File: config.mk
export PLATFORM = sky130hd
export DESIGN_NAME = pt_walker
export DESIGN_NICKNAME = d
export VERILOG_FILES = /design/src/rtl/ptw_pkg.sv /design/src/rtl/ptw_root_reg.sv /design/src/rtl/ptw_desc_addr.sv /design/src/rtl/ptw_rights.sv /design/src/rtl/pt_walker.sv
export SDC_FILE = /design/constraint.sdc
export NUM_CORES = 1
export LEC_CHECK = 0
export BUFFER_PORTS_ARGS = -buffer_cell sky130_fd_sc_hd__buf_2
export CORE_ASPECT_RATIO = 0.9
export CORE_MARGIN = 5
export CORE_UTILIZATION = 40
export CTS_BUF_LIST = sky130_fd_sc_hd__clkbuf_8
export DETAILED_ROUTE_END_ITERATION = 8
export PLACE_DENSITY = 0.67
export REMOVE_ABC_BUFFERS = 1
export SYNTH_ARGS = -nofsm -noshare
export SYNTH_HDL_FRONTEND = slang
export SYNTH_SLANG_ARGS = --single-unit
File: constraint.sdc
create_clock -name clk -period 1.8 [get_ports clk]
set_input_delay 0.18 -clock clk [delete_from_list [all_inputs] [get_ports clk]]
set_output_delay 0.18 -clock clk [all_outputs]
set_load 0.02 [all_outputs]
File: src/rtl/ptw_pkg.sv
package ptw_pkg;

    typedef enum logic [1:0] {
        ET_INVALID = 2'b00,
        ET_TABLE   = 2'b01,
        ET_LEAF    = 2'b10,
        ET_RSVD    = 2'b11
    } ent_kind_e;

    typedef enum logic [1:0] {
        ACC_LOAD  = 2'b00,
        ACC_STORE = 2'b01,
        ACC_FETCH = 2'b10,
        ACC_ALT   = 2'b11
    } acc_e;

    typedef enum logic [3:0] {
        FLT_NONE    = 4'd0,
        FLT_INV_TOP = 4'd1,
        FLT_INV_LF  = 4'd2,
        FLT_BADKIND = 4'd3,
        FLT_PRIV    = 4'd4,
        FLT_WRITE   = 4'd5,
        FLT_EXEC    = 4'd6
    } flt_e;

    typedef enum logic [2:0] {
        ST_IDLE,
        ST_READ_TOP,
        ST_CHECK_TOP,
        ST_READ_LEAF,
        ST_CHECK_LEAF,
        ST_FINISH
    } st_e;

    // flag offsets above the page-number field
    localparam int unsigned FLG_D = 0;
    localparam int unsigned FLG_G = 1;
    localparam int unsigned FLG_U = 2;
    localparam int unsigned FLG_X = 3;
    localparam int unsigned FLG_W = 4;
    localparam int unsigned FLG_C = 5;
    localparam int unsigned FLG_N = 6;

endpackage

File: src/rtl/ptw_root_reg.sv
module ptw_root_reg #(
    parameter int unsigned PPN_W = 24
) (
    input  logic             clk,
    input  logic             rst_n,
    input  logic             wr_en,
    input  logic             idle,
    input  logic [PPN_W-1:0] wdata,
    output logic [PPN_W-1:0] root,
    output logic             flush
);

    logic accept;
    assign accept = wr_en && idle;

    always_ff @(posedge clk) begin
        if (!rst_n) begin
            root  <= '0;
            flush <= 1'b0;
        end else begin
            flush <= accept;
            if (accept) begin
                root <= wdata;
            end
        end
    end

    AST_ROOT_FROZEN_BUSY: assert property (@(posedge clk) disable iff (!rst_n)
        !idle |=> $stable(root));
    AST_FLUSH_FROM_WRITE: assert property (@(posedge clk) disable iff (!rst_n)
        (wr_en && idle) |=> flush && root == $past(wdata));

endmodule

File: src/rtl/ptw_desc_addr.sv
module ptw_desc_addr #(
    parameter int unsigned VA_W  = 32,
    parameter int unsigned PPN_W = 24,
    parameter int unsigned IDX_W = 10,
    localparam int unsigned OFF_W = VA_W - 2*IDX_W,
    localparam int unsigned PA_W  = PPN_W + OFF_W,
    localparam int unsigned PAD_W = OFF_W - IDX_W
) (
    input  logic [PPN_W-1:0] root,
    input  logic [PPN_W-1:0] tbl_ppn,
    input  logic [VA_W-1:0]  vaddr,
    input  logic             second,
    output logic [PA_W-1:0]  addr
);

    logic [IDX_W-1:0] idx_top;
    logic [IDX_W-1:0] idx_leaf;
    logic [PPN_W-1:0] base;
    logic [IDX_W-1:0] idx;

    assign idx_top  = vaddr[VA_W-1 -: IDX_W];
    assign idx_leaf = vaddr[VA_W-IDX_W-1 -: IDX_W];
    assign base     = second ? tbl_ppn : root;
    assign idx      = second ? idx_leaf : idx_top;

    generate
        if (PAD_W > 0) begin : g_pad
            assign addr = {base, idx, {PAD_W{1'b0}}};
        end else begin : g_nopad
            assign addr = {base, idx};
        end
    endgenerate

endmodule

File: src/rtl/ptw_rights.sv
module ptw_rights
    import ptw_pkg::*;
#(
    parameter int unsigned PPN_W = 24,
    localparam int unsigned DESC_W = PPN_W + FLG_N + 2,
    localparam int unsigned KIND_LO = PPN_W + FLG_N
) (
    input  logic [DESC_W-1:0] desc,
    input  logic              second,
    input  acc_e              acc,
    input  logic              user,
    output flt_e              code
);

    ent_kind_e kind;
    logic      f_u;
    logic      f_w;
    logic      f_x;

    assign kind = ent_kind_e'(desc[KIND_LO+1:KIND_LO]);
    assign f_u  = desc[PPN_W+FLG_U];
    assign f_w  = desc[PPN_W+FLG_W];
    assign f_x  = desc[PPN_W+FLG_X];

    always_comb begin
        code = FLT_NONE;
        unique case (kind)
            ET_INVALID: code = second ? FLT_INV_LF : FLT_INV_TOP;
            ET_TABLE:   code = FLT_BADKIND;
            ET_RSVD:    code = FLT_BADKIND;
            ET_LEAF: begin
                if (user && !f_u) begin
                    code = FLT_PRIV;
                end else if (acc == ACC_STORE && !f_w) begin
                    code = FLT_WRITE;
                end else if (acc == ACC_FETCH && !f_x) begin
                    code = FLT_EXEC;
                end
            end
            default: code = FLT_BADKIND;
        endcase
    end

endmodule

File: src/rtl/pt_walker.sv
module pt_walker
    import ptw_pkg::*;
#(
    parameter int unsigned VA_W  = 32,
    parameter int unsigned PPN_W = 24,
    parameter int unsigned IDX_W = 10,
    localparam int unsigned OFF_W  = VA_W - 2*IDX_W,
    localparam int unsigned PA_W   = PPN_W + OFF_W,
    localparam int unsigned DESC_W = PPN_W + FLG_N + 2,
    localparam int unsigned ERR_W  = 4
) (
    input  logic              clk,
    input  logic              rst_n,
    input  logic              root_wr,
    input  logic [PPN_W-1:0]  root_wdata,
    output logic              tlb_flush,
    input  logic              req_valid,
    output logic              req_ready,
    input  logic [VA_W-1:0]   req_vaddr,
    input  logic [1:0]        req_acc,
    input  logic              req_user,
    output logic              mem_req,
    output logic [PA_W-1:0]   mem_addr,
    input  logic              mem_rvalid,
    input  logic [DESC_W-1:0] mem_rdata,
    output logic              done_valid,
    output logic              done_fault,
    output logic              done_large,
    output logic [PA_W-1:0]   done_paddr,
    output logic [FLG_N-1:0]  done_attr,
    output logic [VA_W-1:0]   bad_vaddr,
    output logic [ERR_W-1:0]  err_code
);

    localparam int unsigned BIG_OFF = OFF_W + IDX_W;
    localparam int unsigned BIG_HI  = PA_W - BIG_OFF;
    localparam int unsigned KIND_LO = PPN_W + FLG_N;

    st_e               state;
    st_e               state_nx;
    logic [VA_W-1:0]   va_q;
    acc_e              acc_q;
    logic              user_q;
    logic [DESC_W-1:0] desc_q;
    logic              lvl2_q;
    logic [PPN_W-1:0]  root;
    flt_e              code;
    ent_kind_e         kind_q;
    logic [PPN_W-1:0]  leaf_ppn;
    logic [PA_W-1:0]   pa_small;
    logic [PA_W-1:0]   pa_big;
    logic              idle;

    assign idle     = (state == ST_IDLE);
    assign kind_q   = ent_kind_e'(desc_q[KIND_LO+1:KIND_LO]);
    assign leaf_ppn = desc_q[PPN_W-1:0];
    assign pa_small = {leaf_ppn, va_q[OFF_W-1:0]};
    assign pa_big   = {leaf_ppn[PPN_W-1 -: BIG_HI], va_q[BIG_OFF-1:0]};

    ptw_root_reg #(.PPN_W(PPN_W)) u_root (
        .clk   (clk),
        .rst_n (rst_n),
        .wr_en (root_wr),
        .idle  (idle),
        .wdata (root_wdata),
        .root  (root),
        .flush (tlb_flush)
    );

    ptw_desc_addr #(.VA_W(VA_W), .PPN_W(PPN_W), .IDX_W(IDX_W)) u_addr (
        .root    (root),
        .tbl_ppn (desc_q[PPN_W-1:0]),
        .vaddr   (va_q),
        .second  (lvl2_q),
        .addr    (mem_addr)
    );

    ptw_rights #(.PPN_W(PPN_W)) u_rights (
        .desc   (desc_q),
        .second (lvl2_q),
        .acc    (acc_q),
        .user   (user_q),
        .code   (code)
    );

    // state register
    always_ff @(posedge clk) begin
        if (!rst_n) begin
            state <= ST_IDLE;
        end else begin
            state <= state_nx;
        end
    end

    // transitions
    always_comb begin
        state_nx = state;
        unique case (state)
            ST_IDLE:       if (req_valid) state_nx = ST_READ_TOP;
            ST_READ_TOP:   if (mem_rvalid) state_nx = ST_CHECK_TOP;
            ST_CHECK_TOP:  state_nx = (kind_q == ET_TABLE) ? ST_READ_LEAF : ST_FINISH;
            ST_READ_LEAF:  if (mem_rvalid) state_nx = ST_CHECK_LEAF;
            ST_CHECK_LEAF: state_nx = ST_FINISH;
            ST_FINISH:     state_nx = ST_IDLE;
            default:       state_nx = ST_IDLE;
        endcase
    end

    // walk context and fault registers
    always_ff @(posedge clk) begin
        if (!rst_n) begin
            va_q      <= '0;
            acc_q     <= ACC_LOAD;
            user_q    <= 1'b0;
            desc_q    <= '0;
            lvl2_q    <= 1'b0;
            bad_vaddr <= '0;
            err_code  <= '0;
        end else begin
            if (idle && req_valid) begin
                va_q   <= req_vaddr;
                acc_q  <= acc_e'(req_acc);
                user_q <= req_user;
                lvl2_q <= 1'b0;
            end
            if ((state == ST_READ_TOP || state == ST_READ_LEAF) && mem_rvalid) begin
                desc_q <= mem_rdata;
            end
            if (state == ST_CHECK_TOP && kind_q == ET_TABLE) begin
                lvl2_q <= 1'b1;
            end
            if (state == ST_FINISH && code != FLT_NONE) begin
                bad_vaddr <= va_q;
                err_code  <= code;
            end
        end
    end

    // outputs
    always_comb begin
        req_ready  = 1'b0;
        mem_req    = 1'b0;
        done_valid = 1'b0;
        done_fault = 1'b0;
        done_large = 1'b0;
        done_paddr = '0;
        done_attr  = '0;
        unique case (state)
            ST_IDLE:      req_ready = 1'b1;
            ST_READ_TOP:  mem_req   = 1'b1;
            ST_READ_LEAF: mem_req   = 1'b1;
            ST_FINISH: begin
                done_valid = 1'b1;
                if (code != FLT_NONE) begin
                    done_fault = 1'b1;
                end else begin
                    done_large = !lvl2_q;
                    done_paddr = lvl2_q ? pa_small : pa_big;
                    done_attr  = desc_q[PPN_W +: FLG_N];
                end
            end
            default: ;
        endcase
    end

    AST_MEM_ADDR_HOLD: assert property (@(posedge clk) disable iff (!rst_n)
        (mem_req && !mem_rvalid) |=> mem_req && $stable(mem_addr));
    AST_DONE_ONE_CYCLE: assert property (@(posedge clk) disable iff (!rst_n)
        done_valid |=> !done_valid && req_ready);
    AST_NO_READ_IDLE: assert property (@(posedge clk) disable iff (!rst_n)
        req_ready |-> !mem_req);
    AST_FAULT_BLANK: assert property (@(posedge clk) disable iff (!rst_n)
        (done_valid && done_fault) |-> (done_paddr == '0 && done_attr == '0 && !done_large));
    AST_FAULT_LOGGED: assert property (@(posedge clk) disable iff (!rst_n)
        (done_valid && done_fault) |=> (bad_vaddr == $past(va_q) && err_code != '0));
    AST_ERR_HELD: assert property (@(posedge clk) disable iff (!rst_n)
        !(done_valid && done_fault) |=> ($stable(err_code) && $stable(bad_vaddr)));
    AST_CODE_LEGAL: assert property (@(posedge clk) disable iff (!rst_n)
        done_valid |-> err_code <= 4'd6);

endmodule

==> reports/metrics.cfg, run 1 <==
[run_status]
status = finished, violations left
violations = negative setup slack

[setup_path]
start_kind = register
r2r_cells = 9
cp_max_fo = 10
worstPathRequired_ns = 1.62
path_class = reg2out
r2r-end = bad_vaddr[21]
end_kind = output pin
cp.arrival_ns = 1.90
r2r_setup_slack_ns = -0.04
r2r-start = acc_q[1]
worstSetupStartpoint = acc_q[0]
endpoint = done_attr[4]

[job]
drv_cap = 0

[timing]
post-route-period-util = 1.16
final.setup.tns_ns = -10.76
hold_violations = 0
rsz0062_at_grt = true
finClkSkew_ns = 0.0123
fin_ws_ns = -0.284
setup_violations = 58
fin_crit_ns = 2.08
drv_slew = 0
fmax_ghz = 0.480

[grt]
antenna_found_initial = 0
grt_max_degree = 56
grt_pass1_vias = 5702
grt.overflow.total = 0
grt_usage = 0.216
grt_pass1_wl_um = 28800

[routing]
wire_per_inst_um = 16.4
route.detailed.drc = 0
wirelength_um = 20300
first_pass_iters = 5
drt.antenna.violating_nets = 0
vias = 6067
drt-vias-per-instance = 4.90
drtIter0Drc = 329

[synthesis]
netlist.area_leader.share = 0.453
synth_area_leaders = dfxtp_1 45%, nand2_1 15%, a21boi_0 12%
synth-seq-cells = 131
syn_area_mm2 = 0.00579
ys_seq_area_frac = 0.453
synth_top_area_cell = dfxtp_1
ys_warn_count = 0
syn_inst = 719
ys_types = 35
syn_avg_cell_area_um2 = 8.06

[floorplan]
rows = 41
core_region_area_mm2 = 0.0141
design.die.area_mm2 = 0.0170
start_util = 0.411
die_width_um = 137
die_h_um = 124
ios = 216

[pwr]
power.total_uw = 6900
leakage_uw = 0.00396
vdd_drop_max_mv = 0.502
power_density_mw_per_mm2 = 753

[place]
dpl_cell_area_mm2 = 0.00719
dp_cells = 1095
io_buffers = 212
place.gp.congestion = 0.812
dp_hpwl_um = 11900
dp_slack_ns = -0.158

[clock_network]
clock-root-buffer = clkbuf_8
worst_skew_pair.late_latency_ns = 0.44
cts_buffer_depth = 2
cts_sinks = 131
numCtsBuffers = 17
cts_tree = yes
h-tree-depth = 4
clk_pin_slew_worst_paths_ns = 0.08

[final_layout]
fill_cells = 1136
fin_area_mm2 = 0.00916
drive_gt1_frac = 0.356
area.growth.synth_to_final_pct = 58.2
num-nets-final = 1127
antenna_cells = 0
instances_no_fill = 1237

[hold_path]
min_path_cells = 3
hold_path.class = in2reg

-- cell usage after synthesis (all sizes together) --
| cell type | instances |
|---|---|
| nor3 | 1 |
| and3 | 35 |
| nand2b | 13 |
| o41ai | 1 |
| buf | 19 |
| nand2 | 230 |
| inv | 12 |
| nand3 | 35 |
| nor4b | 1 |
| a21boi | 91 |
| mux2 | 25 |
| a311o | 2 |
| dfxtp | 131 |
| and3b | 1 |
| conb | 1 |
| clkbuf | 43 |
| nor4 | 1 |
| or2 | 1 |
| nor2 | 5 |
| or3b | 1 |
| nor2b | 4 |
| a21oi | 14 |
| nor3b | 3 |
| o21ai | 45 |
| or4 | 1 |
| and2 | 3 |
-- report_power, final --
| group | internal, µW | switching [µW] | leakage, µW |
|---|---|---|---|
| clock | 1300 | 1190 | 0.000201 |
| sequential | 3060 | 119 | 0.00107 |
| combinational | 580 | 662 | 0.00269 |
| total | 4930 | 1970 | 0.00396 |
-- area by class of cell --
type | count | area (µm²) | area share
Clock inverter | 13 | 135 | 0.0148
Timing Repair Buffer | 353 | 2810 | 0.307
Sequential cell | 131 | 2630 | 0.287
Multi-Input combinational cell | 516 | 3030 | 0.331
Inverter | 12 | 47.5 | 0.00519
Clock buffer | 19 | 262 | 0.0285
Tap cell | 193 | 241 | 0.0264
-- kinds of logic (layout without fill, tap and decap cells) --
family,Yosys count,in the layout,synth area share
DFF,131,131,0.453
buffers and inverters,74,397,0.0551
other,1,3,0.000647
and+or+nand+nor,335,335,0.262
AOI/OAI and AO/OA,153,153,0.180
muxes,25,25,0.0486
-- worst max-delay path: stages, from the launching register on --
cell and delay, ns:
dfxtp_2 0.34, buf_12 0.12, nor3b_4 0.27, nor4_4 0.08
buf_4 0.16, buf_8 0.15, and3_1 0.20, buf_4 0.16
-- layout by cell type (no fill, tap or decap), types with 19 or more instances in the layout --
cell	n
o21ai_0	21
buf_4	41
o21ai_1	19
and3_1	22
nand2_1	230
dlygate4sd3_1	92
buf_6	26
a21boi_0	89
mux2_2	25
dfxtp_1	126
nand3_1	21
clkbuf_8	19
buf_2	173
-- worst min-delay path by stage --
stage / start / to / slack [ns]
detailed placement: root_wdata[22] / u_root.root[22] / 0.44
floorplan: rst_n / state[2] / 0.30
global route: root_wdata[3] / u_root.root[3] / 0.02
CTS: root_wdata[3] / u_root.root[3] / 0.007
global placement: root_wdata[20] / u_root.root[20] / 0.43
finish: root_wdata[3] / u_root.root[3] / 0.04
-- layer usage --
layer	up-vias	global-route usage	wire length, µm
li1	3005	-	-
met1	2803	0.262	8590
met2	227	0.376	9840
met3	32	0.0569	1420
met4	0	0.0667	416
met5	-	0	0
-- flip-flops by register name, indices dropped and copies added (netlist names) --
register and flops:
acc_q 2, bad_vaddr 32, desc_q 32, err_code 3, lvl2_q 1, state 3, u_root.flush 1, u_root.root 24
user_q 1, va_q 32
-- repair_timing --
item	CTS	global route
hold buffers	92	0
resized for setup	34	98
endpoints found under the setup margin	62	79
setup buffers	6	7
gates cloned	1	5
endpoints found under the hold margin	92	0
pin swaps	2	7
-- per-stage QoR --
stage / utilization / hold WS, ns
after floorplan: - / 0.302
after global placement: 0.510 / 0.428
after detailed placement: 0.510 / 0.437
after CTS: 0.617 / 0.00672
after global routing: 0.649 / 0.0217
final: 0.649 / 0.0441
No activity file was read; power rests on OpenSTA's default activity.
==> inputs of run 2 (changes only) <==
- PLACE_DENSITY: 0.67 -> 0.66
- SYNTH_HIERARCHICAL: not set -> 1
==> run 2 against run 1 <==
  * The flow still finishes with violations (negative setup slack)
  * Flip-flop and latch count up 1
  * Final cell count down 3.2%
  * Largest cell class unchanged
  * Highest routed layer unchanged
  * Via count down 0.56%
  * Synthesized cell count down 6.4%
==> reports/metrics.cfg, run 2 <==
[pwr]
power_density_mw_per_mm2 = 746
vdd_drop_max_mv = 0.623
leakage_uw = 0.00403

[floorplan]
rows = 42
core_region_area_mm2 = 0.0148
ios = 216
die_width_um = 140
design.die.area_mm2 = 0.0177
die_h_um = 127
start_util = 0.410

[final_layout]
fill_cells = 1182
antenna_cells = 0
multi_input_area_mm2 = 0.00318
drive_gt1_frac = 0.400
area.growth.synth_to_final_pct = 55.7
regArea_mm2 = 0.00265
most-common-layout-cells = 168 x buf_2, 161 x nand2_1, 126 x dfxtp_1
num-nets-final = 1084
mostFrequentLayoutCell = buf_2
top_regs = bad_vaddr: 32 flops, desc_q: 32 flops, va_q: 32 flops

[clock_network]
cts_tree = yes
h-tree-depth = 4
numCtsBuffers = 17
clk_pin_slew_worst_paths_ns = 0.07
clock-root-buffer = clkbuf_8
worst_skew_pair.late_latency_ns = 0.43
cts_buffer_depth = 2
cts_sinks = 132

[setup_path]
crit_path_frequent_cell = buf_6
worstPathRequired_ns = 1.62
start_kind = register
cp_slowest_cell = dfxtp_2
cp_top_family = buffers and inverters
cp_max_fo = 6
crit_path_cell_trace = buf_6 -> buf_4 -> a311o_1 -> nor4_4 -> buf_6 -> buf_4 -> and3_1 -> buf_6
cp_num_buf_inv = 5
worst_path_largest_cell_delay_ns = 0.34
end_kind = output pin
path_class = reg2out
cp.arrival_ns = 2.29

[timing]
whs_ns = 0.112
post-route-period-util = 1.37
setup_violations = 80
fmax_ghz = 0.404
hold_violations = 0
final.setup.tns_ns = -38.66
fin_ws_ns = -0.674
drv_slew = 0
fin_crit_ns = 2.47
rsz0062_at_grt = true
finClkSkew_ns = 0.0109

[routing]
route.detailed.drc = 0
vias = 6033
wirelength_um = 20900
drt-vias-per-instance = 5.04
drtIter0Drc = 309
first_pass_iters = 5
drt.antenna.violating_nets = 0
wire_per_inst_um = 17.4

[synthesis]
synth_top_area_cell = dfxtp_1
synth_edf_count = 0
synth_area_leaders = dfxtp_1 44%, nand2_1 10%, mux2_4 7.4%
ys_types = 42
ys_warn_count = 6
synth_fa_ha_area_frac = 0
synth_top_family_by_area = simple AND/OR/NAND/NOR gates
syn_area_mm2 = 0.00607
synth-seq-cells = 132
ys_top_cells_by_count = 162 x nand2_1, 132 x dfxtp_1, 42 x mux2i_1
synth-simple-area-share = 0.229
ys_seq_area_frac = 0.435
synth_compound_area_frac = 0.104
async_flop_share = 0
syn_avg_cell_area_um2 = 9.02
synth.most_common_cell = nand2_1
syn_inst = 673
netlist.area_leader.share = 0.435
synth_mux_area_frac = 0.151
synthXorXnorAreaFrac = 0
ys.flop_type = dfxtp_1

[hold_path]
hold_path.class = in2reg

[grt]
grt_usage = 0.222
grt_pass1_wl_um = 31900
grt.overflow.total = 0
antenna_found_initial = 0
grt_pass1_vias = 6140
grt_max_degree = 69

[place]
io_buffers = 213
dp_hpwl_um = 12200
place.gp.congestion = 0.819

[run_status]
status = finished, violations left
violations = negative setup slack

[job]
drv_cap = 0

run 2: cell types whose count changed after synthesis, sizes merged, moves of 8 or more:
cell | before | now
buf | 19 | 49
nand2b | 13 | 1
a21oi | 14 | 37
nand4 | 0 | 24
nor2 | 5 | 13
o21ai | 45 | 65
clkbuf | 43 | 14
mux2i | 0 | 42
a21boi | 91 | 0
mux2 | 25 | 34
nand2 | 230 | 162
run 2: worst min-delay path, stage by stage:
cell and delay, ns:
buf_2 0.13, nand2_1 0.09, a2111oi_0 0.10
run 2: kinds of logic (layout without fill, tap and decap cells):
kind of cell,count (synthesis),count (layout)
simple gates,287,287
flops,132,132
compound gates,107,107
mux,76,76
buf+inv,69,394
other cells,2,3
run 2: layout make-up:
| type | instances | area share |
|---|---|---|
| multi-input cells | 473 | 0.337 |
| repair buffers | 359 | 0.313 |
| flip-flops and latches | 132 | 0.281 |
| clock buffers | 22 | 0.0320 |
| well taps | 198 | 0.0262 |
| clock inverters | 8 | 0.00900 |
| inverters | 5 | 0.00225 |
run 2: per-stage QoR:
step / instances / setup WS [ns] / cell area [µm²] / power, µW / util
after floorplan: 610 / -2.24 / 5610 / 3820 / -
after global placement: 1054 / -0.190 / 7260 / 4310 / 0.490
after detailed placement: 1054 / -0.227 / 7260 / 4320 / 0.490
after CTS: 1185 / -0.630 / 9110 / 6990 / 0.615
after global routing: 1197 / -0.770 / 9450 / 7360 / 0.638
final: 1197 / -0.674 / 9450 / 7050 / 0.638
run 2: repair_timing:
action,CTS,global route
hold endpoints to repair,92,0
hold buffers,92,0
setup endpoints to repair,112,86
setup buffers,6,11
pin swaps,13,17
cloned,3,3
resized for setup,124,56
run 2: final timing paths:
path | start | cells after the start | endpoint | slack (ns)
setup / recovery | desc_q[31] | 8 | done_paddr[24] | -0.67
hold / removal | mem_rvalid | 3 | state[1] | 0.11
setup reg to reg | desc_q[31] | 11 | bad_vaddr[12] | -0.42
hold reg to reg | bad_vaddr[28] | 2 | bad_vaddr[28] | 0.46
run 2: where the power goes:
part / internal, µW / total [µW] / switching, µW / leakage, µW
Combinational: 639 / 1370 / 726 / 0.00274
Clock: 1380 / 2490 / 1110 / 0.000216
Sequential: 3090 / 3200 / 110 / 0.00108
Total: 5110 / 7050 / 1950 / 0.00403
run 2: routing by layer:
metal  part of all wire  wire length (µm)  track usage
met1               0.44              9080        0.281
met2               0.47              9800        0.365
met3              0.077              1620       0.0734
met4              0.018               371       0.0644
met5                  0                 0            0
